`src/rtl/bcg_pkg.sv`:
```
package bcg_pkg;
  // Strobes from the control to the datapath.
  typedef struct packed {
    logic load;  // capture start column, length and order
    logic step;  // advance to the next beat
  } bcg_strobe_t;
endpackage

```
`src/rtl/bcg_datapath.sv`:
```
module bcg_datapath
  import bcg_pkg::*;
#(
  parameter int COL_W   = 8,
  parameter int LEN_W   = 3,
  parameter int MAX_LOG = 3
) (
  input  logic              clk,
  input  logic              rstN,
  input  bcg_strobe_t       strobe,
  input  logic [COL_W-1:0]  startCol,
  input  logic [LEN_W-1:0]  lenCode,
  input  logic              interleave,
  output logic [COL_W-1:0]  colAddr,
  output logic              lastBeat
);
  localparam logic [COL_W-1:0] FIN_MASK = COL_W'((1 << MAX_LOG) - 1);

  logic [COL_W-1:0] baseQ, cntQ, maskQ, maskD, sumW;
  logic             ilQ, fullQ, fullD;

  // Length decode: one mask bit per address bit that moves.
  always_comb begin
    for (int b = 0; b < COL_W; b++) maskD[b] = (b < int'(lenCode));
    fullD = 1'b0;
    if (int'(lenCode) > MAX_LOG) begin
      if (interleave) maskD = FIN_MASK;
      else begin
        maskD = '1;
        fullD = 1'b1;
      end
    end
  end

  always_ff @(posedge clk) begin
    if (!rstN) begin
      baseQ <= '0;
      cntQ  <= '0;
      maskQ <= '0;
      ilQ   <= 1'b0;
      fullQ <= 1'b0;
    end else if (strobe.load) begin
      baseQ <= startCol;
      cntQ  <= '0;
      maskQ <= maskD;
      ilQ   <= interleave;
      fullQ <= fullD;
    end else if (strobe.step) begin
      cntQ  <= cntQ + 1'b1;
    end
  end

  assign sumW = baseQ + cntQ;

  // Per-bit selection: fixed, wrapped sum, or XOR.
  for (genvar b = 0; b < COL_W; b++) begin : g_bit
    assign colAddr[b] = maskQ[b] ? (ilQ ? (baseQ[b] ^ cntQ[b]) : sumW[b]) : baseQ[b];
  end

  assign lastBeat = !fullQ && (cntQ == maskQ);

  // bits above the burst block never move between beats.
  assert_upper_fixed_R3: assert property (@(posedge clk) disable iff (!rstN)
    strobe.step |=> ((colAddr & ~maskQ) == ($past(colAddr) & ~$past(maskQ))));

  // full page advances by exactly one, modulo the page.
  assert_page_step_R7: assert property (@(posedge clk) disable iff (!rstN)
    (strobe.step && fullQ) |=> (colAddr == COL_W'($past(colAddr) + 1'b1)));
endmodule

```
`src/rtl/bcg_ctrl.sv`:
```
module bcg_ctrl
  import bcg_pkg::*;
(
  input  logic        clk,
  input  logic        rstN,
  input  logic        startStb,
  input  logic        stopStb,
  input  logic        lastBeat,
  output bcg_strobe_t strobe,
  output logic        valid,
  output logic        done
);
  logic activeQ, doneQ;

  always_comb begin
    strobe.load = startStb;
    strobe.step = activeQ && !startStb && !stopStb && !lastBeat;
  end

  always_ff @(posedge clk) begin
    if (!rstN) begin
      activeQ <= 1'b0;
      doneQ   <= 1'b0;
    end else begin
      doneQ <= activeQ && lastBeat && !stopStb;
      if (startStb)                activeQ <= 1'b1;
      else if (stopStb || lastBeat) activeQ <= 1'b0;
    end
  end

  assign valid = activeQ;
  assign done  = doneQ;

  // a start always yields a beat in the next cycle.
  assert_start_valid_R2: assert property (@(posedge clk) disable iff (!rstN)
    startStb |=> valid);

  // a stop without a start ends the burst without a done pulse.
  assert_stop_ends_R9: assert property (@(posedge clk) disable iff (!rstN)
    (stopStb && !startStb) |=> (!valid && !done));

  // done only follows a cycle that held a beat.
  assert_done_after_beat_R6: assert property (@(posedge clk) disable iff (!rstN)
    done |-> $past(valid));

  // done without a fresh start leaves the block idle.
  assert_done_idle_R6: assert property (@(posedge clk) disable iff (!rstN)
    (done && !$past(startStb)) |-> !valid);
endmodule

```
`src/rtl/burst_col_gen.sv`:
```
module burst_col_gen
  import bcg_pkg::*;
#(
  parameter int COL_W   = 8,
  parameter int LEN_W   = 3,
  parameter int MAX_LOG = 3
) (
  input  logic             clk,
  input  logic             rstN,
  input  logic             startStb,
  input  logic             stopStb,
  input  logic [COL_W-1:0] startCol,
  input  logic [LEN_W-1:0] lenCode,
  input  logic             interleave,
  output logic [COL_W-1:0] colAddr,
  output logic             valid,
  output logic             done
);
  bcg_strobe_t strobe;
  logic        lastBeat;

  bcg_ctrl u_ctrl (
    .clk      (clk),
    .rstN     (rstN),
    .startStb (startStb),
    .stopStb  (stopStb),
    .lastBeat (lastBeat),
    .strobe   (strobe),
    .valid    (valid),
    .done     (done)
  );

  bcg_datapath #(.COL_W(COL_W), .LEN_W(LEN_W), .MAX_LOG(MAX_LOG)) u_dp (
    .clk        (clk),
    .rstN       (rstN),
    .strobe     (strobe),
    .startCol   (startCol),
    .lenCode    (lenCode),
    .interleave (interleave),
    .colAddr    (colAddr),
    .lastBeat   (lastBeat)
  );
endmodule

```
`config.mk`:
```
export PLATFORM = sky130hd
export DESIGN_NAME = burst_col_gen
export DESIGN_NICKNAME = d
export VERILOG_FILES = /design/src/rtl/bcg_pkg.sv /design/src/rtl/bcg_datapath.sv /design/src/rtl/bcg_ctrl.sv /design/src/rtl/burst_col_gen.sv
export SDC_FILE = /design/constraint.sdc
export NUM_CORES = 1
export LEC_CHECK = 0
export CAP_MARGIN = 25
export CORE_AREA = 2 2 65 67
export CTS_BUF_LIST = sky130_fd_sc_hd__clkbuf_8
export DETAILED_ROUTE_END_ITERATION = 10
export DIE_AREA = 0 0 67 69
export DONT_BUFFER_PORTS = 1
export PLACE_DENSITY = 0.57
export SETUP_SLACK_MARGIN = 0.3
export SLEW_MARGIN = 20
export SYNTH_ARGS = -nofsm -noshare
export SYNTH_HDL_FRONTEND = slang
export SYNTH_SLANG_ARGS = --single-unit
```
`constraint.sdc`:
```
create_clock -name clk -period 2 [get_ports clk]
set_input_delay 0.4 -clock clk [delete_from_list [all_inputs] [get_ports clk]]
set_output_delay 0.4 -clock clk [all_outputs]
set_load 0.005 [all_outputs]
```
==> impl_metrics.json <==
{
  "cp.arrival_ns": 1.95,
  "critPathRequiredTime_ns": 1.60,
  "final_cell_mix": "nor2_1 (28), buf_4 (19), dfxtp_1 (16), mux2i_1 (12)",
  "rsz0062_at_grt": "true",
  "vias_per_cell": 5.09,
  "design_area_mm2": 0.00170,
  "endpoint_kind": "primary output",
  "antenna_found_initial": 0,
  "syn_inst": 151,
  "ctsHoldBuffers": 0,
  "period_share": 1.17,
  "gr-usage-met1": 0.209,
  "clk_path_buf_depth": 2,
  "hold_ws_ns": 0.218,
  "wl_um": 3380,
  "synth_flop_cell": "dfxtp_1",
  "h-tree-depth": 1,
  "crit_type": "flop to primary output",
  "p_leak_nw": 0.690,
  "yosysTopAreaCellShare": 0.343,
  "dp_hpwl_um": 2520,
  "wl_per_cell_um": 15.4,
  "synth_edf_count": 0,
  "num_rows": 23,
  "ios": 26,
  "crit_slowest_cell": "dfxtp_4",
  "yosys_warnings": 0,
  "cts_tree": "done",
  "cpPeakStageDelay_ns": 0.37,
  "tightest_slew_ns": 0.514,
  "top_usage_layer": "met2",
  "dieArea_mm2": 0.00462,
  "grt_pass1_vias": 1113,
  "period_needed_ns": 2.35,
  "skew_ns": 0.0101,
  "grt_max_degree": 20,
  "worst_skew_pair.late_latency_ns": 0.27,
  "p_total_uw": 919,
  "max_freq_mhz": 426,
  "synth_area_mm2": 0.00134,
  "grt_pass1_wl_um": 5460,
  "maxCapViolCount": 0,
  "core-area_mm2": 0.00391,
  "status": "complete, but fails checks",
  "syn_nets": 176,
  "crit_path_start_kind": "flop",
  "final_common_cell": "nor2_1",
  "async_reset_ff_frac": 0,
  "drt-initial-drc-count": 37,
  "maxSlewViolCount": 0,
  "worst_slack_ns": -0.348,
  "layout.area.seq_um2": 474,
  "place_congestion": 0.773,
  "worstPathMaxFanout": 2,
  "relSlewSlack": 0.657,
  "drive_gt1_frac": 0.314,
  "dpl_worst_slack_ns": -0.0470,
  "drc": 0,
  "worstHoldPathType": "primary input to flop",
  "multi_input_area_um2": 963,
  "dr_total_vias": 1114,
  "ys_seq_elements": 23,
  "clkSinkCount": 23,
  "drt_first_pass_iters": 4,
  "avgSynthCellArea_um2": 8.89,
  "antenna_left": 0,
  "hold_violations": 0,
  "numCtsBuffers": 3,
  "violations": "setup timing",
  "root_buffer": "clkbuf_8",
  "ys_seq_area_frac": 0.343,
  "setup-violations-final": 4,
  "start_util": 0.343,
  "port_buffers": 0,
  "die_h_um": 69,
  "overflow": 0,
  "dpl_cell_area_mm2": 0.00158,
  "dieWidth_um": 67,
  "area_growth_pct": 26.3,
  "postCtsSetupBuffers": 0,
  "peakVddDrop_uv": 250,
  "worstPathCellList": "ha_4 > fa_2 > a21o_1 > a21oi_2 > o21a_1 > o21ai_2 > a31oi_2",
  "met2_usage": 0.242,
  "synthTopCellsByArea": "dfxtp_1 (34%), mux2i_1 (8.9%), nor2_1 (7.8%)",
  "fillerInstances": 418,
  "grt.total_usage": 0.153,
  "synth_area_leader_cell": "dfxtp_1",
  "clk_pin_slew_worst_paths_ns": 0.09,
  "ys_types": 38,
  "diodes": 0,
  "grt_util_met3": 0.0326,
  "power_density_mw_per_mm2": 542,
  "fin_nets": 195
}
## kinds of logic after synthesis
kind of cell	share of synthesized area
AO/OA/AOI/OAI	0.138
XOR/XNOR	0.0848
adder cells (fa/ha/maj)	0.0895
buffers and inverters	0.0261
flip-flops	0.343
multiplexers	0.106
AND/OR/NAND/NOR	0.212
## registers in the layout, indices dropped and copies added (netlist names)
register / flops
u_dp.baseQ: 8
u_dp.cntQ: 8
u_dp.maskQ: 4
u_ctrl.done: 1
u_ctrl.valid: 1
u_dp.ilQ: 1
## path summary, 6_finish.rpt
kind | endpoint | cells past startpoint | startpoint | slack (ns)
setup / recovery | colAddr[6] | 7 | u_dp.cntQ[0]$_SDFFE_PP0P_ | -0.35
hold / removal | u_dp.maskQ[0]$_SDFFE_PN0P_ | 1 | startStb | 0.22
setup reg to reg | u_dp.cntQ[3]$_SDFFE_PP0P_ | 5 | u_dp.maskQ[4]$_SDFFE_PN0P_ | 0.39
hold reg to reg | u_dp.baseQ[7]$_SDFFE_PN0P_ | 2 | u_dp.baseQ[7]$_SDFFE_PN0P_ | 0.53
## routing by layer
metal  wire length, um  part of all wire
met2              1640              0.49
met3               155             0.046
met5                 0                 0
met4                28            0.0083
met1              1550              0.46
## metrics by stage
stage,util,cells,TNS [ns]
after floorplan,-,151,0
after global placement,0.404,215,-0.0497
after detailed placement,0.404,215,-0.0470
after CTS,0.419,219,-1.06
after global routing,0.433,219,-1.58
final,0.433,219,-1.04
## power by group
| group | internal (mW) | switching (mW) |
|---|---|---|
| clock | 0.137 | 0.152 |
| combinational | 0.0677 | 0.0616 |
| sequential | 0.474 | 0.0258 |
| total | 0.679 | 0.240 |
## worst max-delay path: cells and delay by family, from the launching register on
family | cells | cell delay, ns
adder cells (fa/ha/maj) | 2 | 0.50
flip-flops | 1 | 0.37
AO/OA/AOI/OAI | 5 | 0.81
## area by class of cell
type                            instances  share of cell area
Clock inverter                          1             0.00221
Inverter                                2             0.00443
Multi-Input combinational cell        121               0.568
Tap cell                               50              0.0369
Sequential cell                        23               0.280
Clock buffer                            3              0.0244
Timing Repair Buffer                   19              0.0841
## cell usage after synthesis (2+ instances only)
cell type	n
or3_1	2
o21ai_0	4
nand2b_1	2
a211oi_1	2
a21oi_1	14
nand2_1	9
dfxtp_1	23
mux2i_1	12
xnor2_1	10
nor2_1	28
ha_1	8
a31oi_1	2
xor2_1	3
clkbuf_1	3
mux2_2	2
nor3_1	2
nor4_1	3
inv_1	2
## repair_timing
item / in CTS / in global routing
resized for setup: 5 / 8
gates cloned: 0 / 0
pin swaps: 8 / 10
endpoints found under the setup margin: 7 / 7
No activity file was read; power rests on OpenSTA's default activity.
